### src/rtl/wiper_pkg.sv
package wiper_pkg;
  localparam int unsigned DEF_POS_W  = 8;
  localparam int unsigned DEF_NUM_DR = 4;

  // Which source wins the next-position selection in a cycle.
  typedef enum logic [1:0] {
    SRC_HOLD = 2'd0,
    SRC_HOST = 2'd1,
    SRC_XFER = 2'd2,
    SRC_STEP = 2'd3
  } pos_src_e;
endpackage

### src/rtl/wiper_step_detect.sv
module wiper_step_detect (
  input  logic clk,
  input  logic rst_n,
  input  logic step_mode,
  input  logic step_clk,
  output logic step_fire
);
  logic level_q;

  // The previous level resets high, so a level already high when reset is released is not an edge.
  always_ff @(posedge clk) begin
    if (!rst_n) level_q <= 1'b1;
    else        level_q <= step_clk;
  end

  assign step_fire = step_mode & step_clk & ~level_q;
endmodule

### src/rtl/wiper_next_pos.sv
module wiper_next_pos
  import wiper_pkg::*;
#(
  parameter int unsigned POS_W  = DEF_POS_W,
  parameter int unsigned NUM_DR = DEF_NUM_DR,
  localparam int unsigned SEL_W = (NUM_DR > 1) ? $clog2(NUM_DR) : 1
) (
  input  logic [POS_W-1:0]        cur_pos,
  input  logic [NUM_DR*POS_W-1:0] dr_bank,
  input  logic                    host_wr_en,
  input  logic [POS_W-1:0]        host_wr_data,
  input  logic                    xfer_en,
  input  logic [SEL_W-1:0]        xfer_sel,
  input  logic                    step_fire,
  input  logic                    step_dir,
  output logic [POS_W-1:0]        nxt_pos
);
  localparam logic [POS_W-1:0] POS_MAX = {POS_W{1'b1}};
  localparam logic [POS_W-1:0] POS_MIN = '0;

  pos_src_e         src;
  logic [POS_W-1:0] xfer_val;
  logic [POS_W-1:0] step_val;

  always_comb begin
    xfer_val = '0;
    for (int k = 0; k < NUM_DR; k++) begin
      if (xfer_sel == SEL_W'(k)) xfer_val = dr_bank[k*POS_W +: POS_W];
    end
  end

  always_comb begin
    step_val = cur_pos;
    if (step_dir) begin
      if (cur_pos != POS_MAX) step_val = cur_pos + 1'b1;
    end else begin
      if (cur_pos != POS_MIN) step_val = cur_pos - 1'b1;
    end
  end

  always_comb begin
    if (host_wr_en)     src = SRC_HOST;
    else if (xfer_en)   src = SRC_XFER;
    else if (step_fire) src = SRC_STEP;
    else                src = SRC_HOLD;
  end

  always_comb begin
    unique case (src)
      SRC_HOST: nxt_pos = host_wr_data;
      SRC_XFER: nxt_pos = xfer_val;
      SRC_STEP: nxt_pos = step_val;
      default:  nxt_pos = cur_pos;
    endcase
  end
endmodule

### src/rtl/wiper_tap_decode.sv
module wiper_tap_decode #(
  parameter int unsigned POS_W = 8,
  localparam int unsigned TAPS = 1 << POS_W
) (
  input  logic             clk,
  input  logic [POS_W-1:0] code,
  output logic [TAPS-1:0]  tap_q
);
  logic [TAPS-1:0] dec;

  for (genvar i = 0; i < TAPS; i++) begin : g_tap
    assign dec[i] = (code == POS_W'(i));
  end

  always_ff @(posedge clk) begin
    tap_q <= dec;
  end
endmodule

### src/rtl/wiper_position_reg.sv
module wiper_position_reg
  import wiper_pkg::*;
#(
  parameter int unsigned POS_W  = DEF_POS_W,
  parameter int unsigned NUM_DR = DEF_NUM_DR,
  localparam int unsigned SEL_W = (NUM_DR > 1) ? $clog2(NUM_DR) : 1,
  localparam int unsigned TAPS  = 1 << POS_W
) (
  input  logic                    clk,
  input  logic                    rst_n,
  input  logic [NUM_DR*POS_W-1:0] dr_bank,
  input  logic                    host_wr_en,
  input  logic [POS_W-1:0]        host_wr_data,
  input  logic                    xfer_en,
  input  logic [SEL_W-1:0]        xfer_sel,
  input  logic                    step_mode,
  input  logic                    step_clk,
  input  logic                    step_dir,
  output logic [POS_W-1:0]        pos,
  output logic [TAPS-1:0]         tap_sel
);
  logic [POS_W-1:0] pos_q;
  logic [POS_W-1:0] nxt_pos;
  logic [POS_W-1:0] recall_val;
  logic [POS_W-1:0] dec_src;
  logic             step_fire;

  assign recall_val = dr_bank[POS_W-1:0];

  wiper_step_detect u_edge (
    .clk       (clk),
    .rst_n     (rst_n),
    .step_mode (step_mode),
    .step_clk  (step_clk),
    .step_fire (step_fire)
  );

  wiper_next_pos #(
    .POS_W  (POS_W),
    .NUM_DR (NUM_DR)
  ) u_next (
    .cur_pos      (pos_q),
    .dr_bank      (dr_bank),
    .host_wr_en   (host_wr_en),
    .host_wr_data (host_wr_data),
    .xfer_en      (xfer_en),
    .xfer_sel     (xfer_sel),
    .step_fire    (step_fire),
    .step_dir     (step_dir),
    .nxt_pos      (nxt_pos)
  );

  // Reset recalls data register 0 into the volatile position.
  always_ff @(posedge clk) begin
    if (!rst_n) pos_q <= recall_val;
    else        pos_q <= nxt_pos;
  end

  // During reset the decoder sees the recalled code, so the select is one-hot from the first edge.
  assign dec_src = rst_n ? pos_q : recall_val;

  wiper_tap_decode #(.POS_W(POS_W)) u_dec (
    .clk   (clk),
    .code  (dec_src),
    .tap_q (tap_sel)
  );

  assign pos = pos_q;
endmodule

### config.mk
export PLATFORM = sky130hd
export DESIGN_NAME = wiper_position_reg
export DESIGN_NICKNAME = d
export VERILOG_FILES = /design/src/rtl/wiper_pkg.sv /design/src/rtl/wiper_step_detect.sv /design/src/rtl/wiper_next_pos.sv /design/src/rtl/wiper_tap_decode.sv /design/src/rtl/wiper_position_reg.sv
export SDC_FILE = /design/constraint.sdc
export NUM_CORES = 1
export LEC_CHECK = 0
export BUFFER_PORTS_ARGS = -buffer_cell sky130_fd_sc_hd__buf_2
export CORE_MARGIN = 8
export CORE_UTILIZATION = 53
export CTS_BUF_LIST = sky130_fd_sc_hd__clkbuf_8
export CTS_CLUSTER_SIZE = 24
export DETAILED_ROUTE_END_ITERATION = 16
export GPL_ROUTABILITY_DRIVEN = 0
export PLACE_DENSITY_LB_ADDON = 0.05
export SYNTH_ARGS = -nofsm -noshare
export SYNTH_HDL_FRONTEND = slang
export SYNTH_SLANG_ARGS = --single-unit
### constraint.sdc
create_clock -name clk -period 4.6 [get_ports clk]
set_input_delay 0.92 -clock clk [delete_from_list [all_inputs] [get_ports clk]]
set_output_delay 0.92 -clock clk [all_outputs]
set_load 0.03 [all_outputs]
==> impl_metrics.tcl, run 1 <==
set metrics [dict create \
    diodes 0 \
    core_um2 14500 \
    worst_pin_slew_ns 0.751 \
    p_per_area_nw_per_um2 446 \
    synth_top_area_share 0.655 \
    cp_top_family "flip-flops" \
    critPathMaxStageDelay_ns 0.59 \
    cts_htree_levels 2 \
    switching_share 0.238 \
    path_cells "buf_2" \
    setup-violations-final 0 \
    ys_seq_area_frac 0.686 \
    slew_violations 0 \
    synthToLayoutAreaGrowth_pct 29.8 \
    cts_sinks 265 \
    max-slew-margin-rel 0.498 \
    grt_max_degree 39 \
    yosysMostFrequentCell "nor2_1" \
    synth_top_cell_by_area "dfxtp_1" \
    switchingPower_uw 1080 \
    wl_per_cell_um 19.4 \
    io_pins 313 \
    io_buffers 312 \
    grtUsageTotal 0.245 \
    p_leak_uw 0.00495 \
    ir_drop_mv 0.294 \
    die_height_um 138 \
    crit_buf_inv 1 \
    grt_pass1_vias 6089 \
    place_area_um2 9410 \
    layout-drive-gt1-share 0.376 \
    slowest_stage "edfxtp_1" \
    cp_max_fo 9 \
    power_frac_clock 0.414 \
    holdWs_ns 0.635 \
    tritoncts.num_buffers 40 \
    reg2regPathDepth 6 \
    critPathCaptureType "output pin" \
    drt-initial-drc-count 501 \
    final_hold_viol_count 0 \
    min_period_ns 2.32 \
    holdPathStages 2 \
    max_freq_mhz 431 \
    cp-start-kind "flop" \
    finalSetupTns_ns 0 \
    timing.rr.start "pos[2]" \
    antenna_found_initial 0 \
    r2r-end "pos[6]" \
    yosys_register_bits 265 \
    hp-start "step_clk" \
    period_share 0.504 \
    yosysUniqueCellTypes 53 \
    drv_cap 0 \
    hold_path_end "u_edge.level_q" \
    grt_pass1_wl_um 35200 \
    crit_type "reg -> out" \
    min_path_type "in -> reg" \
    drc 0 \
    ys_warn_count 0 \
    dieWidth_um 138 \
    clk_latency_ns 0.53 \
    ys.flop_type "dfxtp_1" \
    place_hpwl_um 17700 \
    synth-edff-count 8 \
    status "finished clean" \
    nets 1105 \
    cts_tree "built" \
    pwr-share-comb 0.070 \
    num_rows 44 \
    cts_setup_buffers 0 \
    ctsLongestPathBuffers 3 \
    synth_area_per_cell_um2 10.7 \
    rsz0062_at_grt "no" \
    synth_area_leaders "dfxtp_1 65%, nor2_1 13%, edfxtp_1 3.1%, buf_2 1.7%, nand2_1 1.5%" \
    netlist_top_cells_count "273 x nor2_1, 257 x dfxtp_1, 31 x nand2_1, 27 x buf_2, 12 x inv_1" \
    ys_async_sr_fraction 0 \
    p_int_uw 3470 \
    dr.pass1.iters 7 \
    postCtsResizedCells 0 \
    crit_required_ns 3.68 \
    clock_skew_ns 0.0161 \
    finalWirelength_um 24400 \
    synth_fp_nets 790 \
    postRouteAntennaNets 0 \
    initial_utilization 0.540 \
    cts_root_buffer "clkbuf_8" \
    overflow 0 \
    seq_power_share 0.516 \
    synthCells 734 \
    design.die.area_um2 19000 \
    reg2reg_slack_ns 2.47 \
    fillCellCount 1163 \
    syn_area_um2 7860 \
    vias 6210 \
    viasPerCell 4.94 \
    clkSlewWorstSetupHoldPaths_ns 0.06 \
    design_area_um2 10200 \
    cts_hold_buf 0 \
    critPathArrivalTime_ns 1.40 \
    power_uw 4550 \
]
==> state kept, by name, summed over array words and instances, names as in the netlist <==
| name | cells |
|---|---|
| u_dec.tap_q | 256 |
| pos | 8 |
| u_edge.level_q | 1 |
==> worst max path at each step <==
stage | slack, ns | cells past startpoint | startpoint | endpoint
4_1_cts | 2.27 | 1 | pos[0] | pos[0]
6_report | 2.28 | 1 | pos[0] | pos[0]
5_1_grt | 2.18 | 5 | rst_n | u_dec.tap_q[167]
3_3_place_gp | 1.87 | 8 | step_dir | pos[6]
3_5_place_dp | 1.82 | 5 | rst_n | u_dec.tap_q[160]
2_1_floorplan | 2.15 | 7 | step_dir | pos[4]
==> kinds of logic after synthesis <==
group / count (synthesis) / synth area share
buf+inv: 52 / 0.0373
fa+ha+maj: 7 / 0.0121
simple gates: 341 / 0.180
mux: 12 / 0.0233
xor+xnor: 5 / 0.00557
compound gates: 52 / 0.0558
flops: 265 / 0.686
==> area by class of cell <==
class,instances,area [um2],area share
repair buffers,313,1570,0.154
multi-input cells,417,2180,0.214
flip-flops and latches,265,5390,0.528
clock buffers,47,647,0.0635
well taps,184,230,0.0226
clock inverters,18,141,0.0139
inverters,12,45.0,0.00442
==> stage by stage <==
| step | worst slack, ns | cells | util |
|---|---|---|---|
| after global routing | 2.18 | 1256 | 0.701 |
| after floorplan | 2.15 | 734 | - |
| after CTS | 2.27 | 1256 | 0.701 |
| final | 2.28 | 1256 | 0.701 |
| after global placement | 1.87 | 1191 | 0.647 |
| after detailed placement | 1.82 | 1191 | 0.647 |
==> power groups by stage <==
| stage | logic, uW | clock network, uW | registers, uW |
|---|---|---|---|
| floorplan | 194 | 0 | 2430 |
| global placement | 315 | 0 | 2400 |
| detailed placement | 317 | 0 | 2400 |
| CTS | 319 | 1910 | 2350 |
| global route | 345 | 2020 | 2350 |
| finish | 318 | 1880 | 2350 |
==> per-layer routing <==
| metal | GRT usage | part of all wire | up-vias |
|---|---|---|---|
| met5 | 0 | 0 | - |
| met4 | 0.0997 | 0.028 | 0 |
| met3 | 0.0751 | 0.099 | 47 |
| met2 | 0.414 | 0.49 | 290 |
| met1 | 0.284 | 0.38 | 2909 |
| li1 | - | - | 2964 |
==> cell usage in the layout (no fill, tap or decap), types with 3 or more instances in the layout <==
cell      count
a21o_1        3
nand4_1       3
dfxtp_1     257
mux2i_1       7
buf_2       312
inv_1        23
clkbuf_8     47
nand2_2       8
a21oi_1       8
edfxtp_1      8
a22o_1        3
o21ai_2       5
nor2_1      273
o22ai_1       3
clkinv_2      3
nor3_1        3
mux4_2        5
nand3_1       6
nand2_4       4
nand2_1      31
ha_1          6
o21ai_0       6
xnor2_1       4
Power figures use the tool's default switching activity.
==> inputs of run 2 (changes only) <==
--- a/config.mk
+++ b/config.mk
@@ -7,7 +7,7 @@
 export LEC_CHECK = 0
 export BUFFER_PORTS_ARGS = -buffer_cell sky130_fd_sc_hd__buf_2
 export CORE_MARGIN = 8
-export CORE_UTILIZATION = 53
+export CORE_UTILIZATION = 50
 export CTS_BUF_LIST = sky130_fd_sc_hd__clkbuf_8
 export CTS_CLUSTER_SIZE = 24
 export DETAILED_ROUTE_END_ITERATION = 16
==> constraint.sdc (replaced) <==
create_clock -name clk -period 2.45 [get_ports clk]
set_input_delay 0.49 -clock clk [delete_from_list [all_inputs] [get_ports clk]]
set_output_delay 0.49 -clock clk [all_outputs]
set_load 0.03 [all_outputs]
==> impl_metrics.tcl, run 2 (synthesis gave the netlist of run 1 again) <==
set metrics [dict create \
    status "finished clean" \
    min_path_type "in -> reg" \
    grt_pass1_wl_um 36000 \
    endpoint "pos[5]" \
    grt_pass1_vias 6361 \
    p_per_area_nw_per_um2 850 \
    reg2regPathDepth 6 \
    place_hpwl_um 17600 \
    postRouteAntennaNets 0 \
    layout-drive-gt1-share 0.392 \
    final_hold_viol_count 0 \
    drv_cap 0 \
    die_height_um 141 \
    reg2reg_slack_ns 0.45 \
    viasPerCell 4.70 \
    power_uw 8970 \
    crit_required_ns 2.73 \
    grtUsageTotal 0.233 \
    wl_per_cell_um 18.4 \
    regMostFlops "u_dec.tap_q" \
    clock_skew_ns 0.0222 \
    setup-violations-final 0 \
    cts_root_buffer "clkbuf_8" \
    p_leak_uw 0.00513 \
    io_pins 313 \
    finalWirelength_um 24200 \
    num_rows 46 \
    diodes 0 \
    vias 6211 \
    critPathArrivalTime_ns 2.29 \
    core_um2 15600 \
    cp.depth 6 \
    cts_setup_buffers 0 \
    slew_violations 0 \
    cts_sinks 265 \
    antenna_found_initial 0 \
    critPathCaptureType "flop" \
    worst_pin_slew_ns 0.580 \
    largest_register_ff_count 256 \
    cts_hold_buf 0 \
    min_period_ns 2.00 \
    clkSlewWorstSetupHoldPaths_ns 0.06 \
    io_buffers 312 \
    dieWidth_um 141 \
    cp-start-kind "flop" \
    synthToLayoutAreaGrowth_pct 34.4 \
    dr.pass1.iters 5 \
    cts_htree_levels 2 \
    layout_common_cells "312 x buf_2, 273 x nor2_1, 257 x dfxtp_1, 54 x clkbuf_8, 31 x nand2_1" \
    ctsLongestPathBuffers 3 \
    layout_commonest_cell "buf_2" \
    stdcell_count 1321 \
    drt-initial-drc-count 325 \
    max_freq_mhz 499 \
    period_share 0.818 \
    overflow 0 \
    cp_max_fo 7 \
    design.die.area_um2 20000 \
    rsz0062_at_grt "no" \
    place_area_um2 9640 \
    critPathMaxStageDelay_ns 0.53 \
    place_inst 1247 \
    drc 0 \
    finalSetupTns_ns 0 \
    timing.rr.start "pos[3]" \
    design_area_um2 10600 \
    cp_top_family "compound AO/OA/AOI/OAI gates" \
    initial_utilization 0.504 \
    tritoncts.num_buffers 41 \
    cts_tree "built" \
    ir_drop_mv 0.512 \
    slowest_stage "edfxtp_1" \
    postCtsResizedCells 0 \
    max-slew-margin-rel 0.612 \
    crit_type "reg -> reg" \
    clk_latency_ns 0.54 \
    crit_buf_inv 0 \
    r2r-end "pos[5]" \
    grt_max_degree 32 \
    path_cells "ha_1 > o21ai_0 > o21ai_2 > nand2_1 > xnor2_1 > a221o_1" \
    nets 1130 \
    crit_path_start "pos[3]" \
]
[run 2: cell types whose count changed in the layout (fill, tap and decap cells not counted), moves of 2 or more]
cell,change
inv_1,+3
clkinv_2,-2
clkbuf_8,+7
buf_4,+23
[run 2: where the power goes]
part / total (uW) / internal (uW) / leakage, uW / switching [uW]
combinational: 640 / 216 / 0.00246 / 423
clock: 3930 / 2290 / 0.000516 / 1630
sequential: 4400 / 4370 / 0.00215 / 34.7
[run 2: worst min-delay path by stage]
stage                     end  slack, ns  cells past startpoint      from
2_1_floorplan  u_edge.level_q       0.59                      1  step_clk
3_3_place_gp   u_edge.level_q       0.74                      2  step_clk
3_5_place_dp   u_edge.level_q       0.74                      2  step_clk
4_1_cts        u_edge.level_q       0.18                      2  step_clk
5_1_grt        u_edge.level_q       0.19                      2  step_clk
6_report       u_edge.level_q       0.21                      2  step_clk
[run 2: cell type report]
| class | instances | area [um2] |
|---|---|---|
| fillers | 1294 | 5040 |
| clock buffers | 54 | 743 |
| repair buffers | 337 | 1760 |
| multi-input cells | 417 | 2180 |
| clock inverters | 20 | 171 |
| well taps | 216 | 270 |
| inverters | 12 | 45.0 |
| flip-flops and latches | 265 | 5390 |
[run 2: per-layer routing]
layer	track usage	up-vias	wire length, um
li1	-	3009	-
met3	0.0938	25	2530
met4	0.0639	0	364
met5	0	-	0
met1	0.261	2927	9490
met2	0.403	250	11900
[run 2: worst reg2reg max path, delay by kind of cell, from the launching register on]
family	cells	cell delay, ns
XOR/XNOR	1	0.12
AND/OR/NAND/NOR	1	0.09
flip-flops	1	0.53
AO/OA/AOI/OAI	3	0.63
adder cells (fa/ha/maj)	1	0.40
[run 2: stage by stage]
stage | util | hold slack, ns | worst slack, ns
floorplan | - | 0.591 | 0.370
global placement | 0.618 | 0.736 | 0.171
detailed placement | 0.618 | 0.735 | 0.138
CTS | 0.677 | 0.183 | 0.456
global route | 0.677 | 0.190 | 0.319
finish | 0.677 | 0.206 | 0.445
==> inputs of run 3 (changes only) <==
==> constraint.sdc (replaced) <==
create_clock -name clk -period 2 [get_ports clk]
set_input_delay 0.4 -clock clk [delete_from_list [all_inputs] [get_ports clk]]
set_output_delay 0.4 -clock clk [all_outputs]
set_load 0.03 [all_outputs]
==> impl_metrics.tcl, run 3 (synthesis gave the netlist of run 1 again) <==
set metrics [dict create \
    min_period_ns 1.94 \
    grt_pass1_vias 6526 \
    regMostFlops "u_dec.tap_q" \
    critPathCaptureType "flop" \
    cp-start-kind "flop" \
    reg2reg_slack_ns 0.06 \
    diodes 0 \
    crit_required_ns 2.29 \
    finalWirelength_um 24700 \
    wl_per_cell_um 18.4 \
    viasPerCell 4.77 \
    synthToLayoutAreaGrowth_pct 39.4 \
    vias 6398 \
    postCtsResizedCells 0 \
    num_rows 46 \
    p_per_area_nw_per_um2 978 \
    ir_drop_mv 0.600 \
    tritoncts.num_buffers 40 \
    switchingPower_uw 2530 \
    switching_share 0.237 \
    setup-violations-final 0 \
    cp_max_fo 4 \
    layout-drive-gt1-share 0.410 \
    power_frac_clock 0.410 \
    cts_sinks 265 \
    nets 1154 \
    core_um2 15600 \
    design.die.area_um2 20000 \
    overflow 0 \
    cts_tree "built" \
    max-slew-margin-rel 0.646 \
    dr.pass1.iters 5 \
    dieWidth_um 141 \
    seq_power_share 0.503 \
    slew_violations 0 \
    die_height_um 141 \
    clock_skew_ns 0.0188 \
    postRouteAntennaNets 0 \
    pwr-share-comb 0.087 \
    min_path_type "in -> reg" \
    drc 0 \
    critPathArrivalTime_ns 2.22 \
    io_buffers 312 \
    grt_pass1_wl_um 37000 \
    clk_latency_ns 0.53 \
    grtUsageTotal 0.239 \
    rsz0062_at_grt "yes" \
    largest_register_ff_count 256 \
    crit_type "reg -> reg" \
    final_hold_viol_count 0 \
    p_leak_uw 0.00533 \
    clkSlewWorstSetupHoldPaths_ns 0.07 \
    layout_common_cells "312 x buf_2, 273 x nor2_1, 257 x dfxtp_1, 52 x clkbuf_8, 31 x nand2_1" \
    worst_pin_slew_ns 0.531 \
    drv_cap 0 \
    io_pins 313 \
    antenna_found_initial 0 \
    max_freq_mhz 517 \
    status "finished clean" \
    holdWs_ns 0.109 \
    layout_commonest_cell "buf_2" \
    place_hpwl_um 18100 \
    cts_root_buffer "clkbuf_8" \
    grt_max_degree 31 \
    p_int_uw 8170 \
    finalSetupTns_ns 0 \
    initial_utilization 0.504 \
    period_share 0.968 \
    ctsLongestPathBuffers 3 \
    cts_htree_levels 2 \
    power_uw 10700 \
    fillCellCount 1219 \
    drt-initial-drc-count 366 \
]
run 3: timing repair:
action	4_1_cts	5_1_grt
hold buffers	0	0
setup endpoints to repair	0	2
buffers inserted	0	1
run 3: through the flow:
step	cell area (um2)	setup WS, ns	std cells	util
after floorplan	7900	-0.00138	734	-
after global placement	10100	-0.112	1271	0.650
after detailed placement	10100	-0.120	1271	0.650
after CTS	10900	0.0788	1339	0.702
after global routing	11000	-0.00394	1340	0.702
final	11000	0.0639	1340	0.702
run 3: worst paths after layout:
kind | from | to | cells past startpoint
min reg2reg | u_edge.level_q | pos[7] | 3
max reg2reg | pos[1] | pos[7] | 7
max | pos[1] | pos[7] | 7
min | step_clk | u_edge.level_q | 2
run 3: power by group through the flow:
| stage | combinational [uW] | clock (uW) | sequential, uW |
|---|---|---|---|
| 6_report | 933 | 4390 | 5380 |
| 3_5_place_dp | 929 | 0 | 5500 |
| 2_1_floorplan | 465 | 0 | 5590 |
| 3_3_place_gp | 919 | 0 | 5500 |
| 4_1_cts | 932 | 4470 | 5380 |
| 5_1_grt | 1000 | 4700 | 5380 |
run 3: cell type report:
| type | count | area (um2) | share of cell area |
|---|---|---|---|
| clock inverters | 16 | 95.1 | 0.00868 |
| multi-input cells | 417 | 2220 | 0.202 |
| inverters | 12 | 45.0 | 0.00411 |
| flip-flops and latches | 265 | 5390 | 0.492 |
| well taps | 216 | 270 | 0.0247 |
| repair buffers | 362 | 2220 | 0.203 |
| clock buffers | 52 | 716 | 0.0653 |
run 3: layer usage:
layer  share of wire  global-route usage  routed length, um  vias up
met5               0                   0                  0        -
li1                -                   -                  -     3061
met3            0.10              0.0914               2560       43
met1            0.39               0.269               9630     2999
met2            0.48               0.406              11800      295
met4           0.028              0.0911                680        0
run 3: worst max-delay path, stage by stage, from the launching register on:
cell and delay (ns):
edfxtp_1 0.43, buf_4 0.18, ha_4 0.22, a211oi_4 0.25, o21ai_2 0.12, a41oi_2 0.20, xnor2_1 0.09, a31o_1 0.21
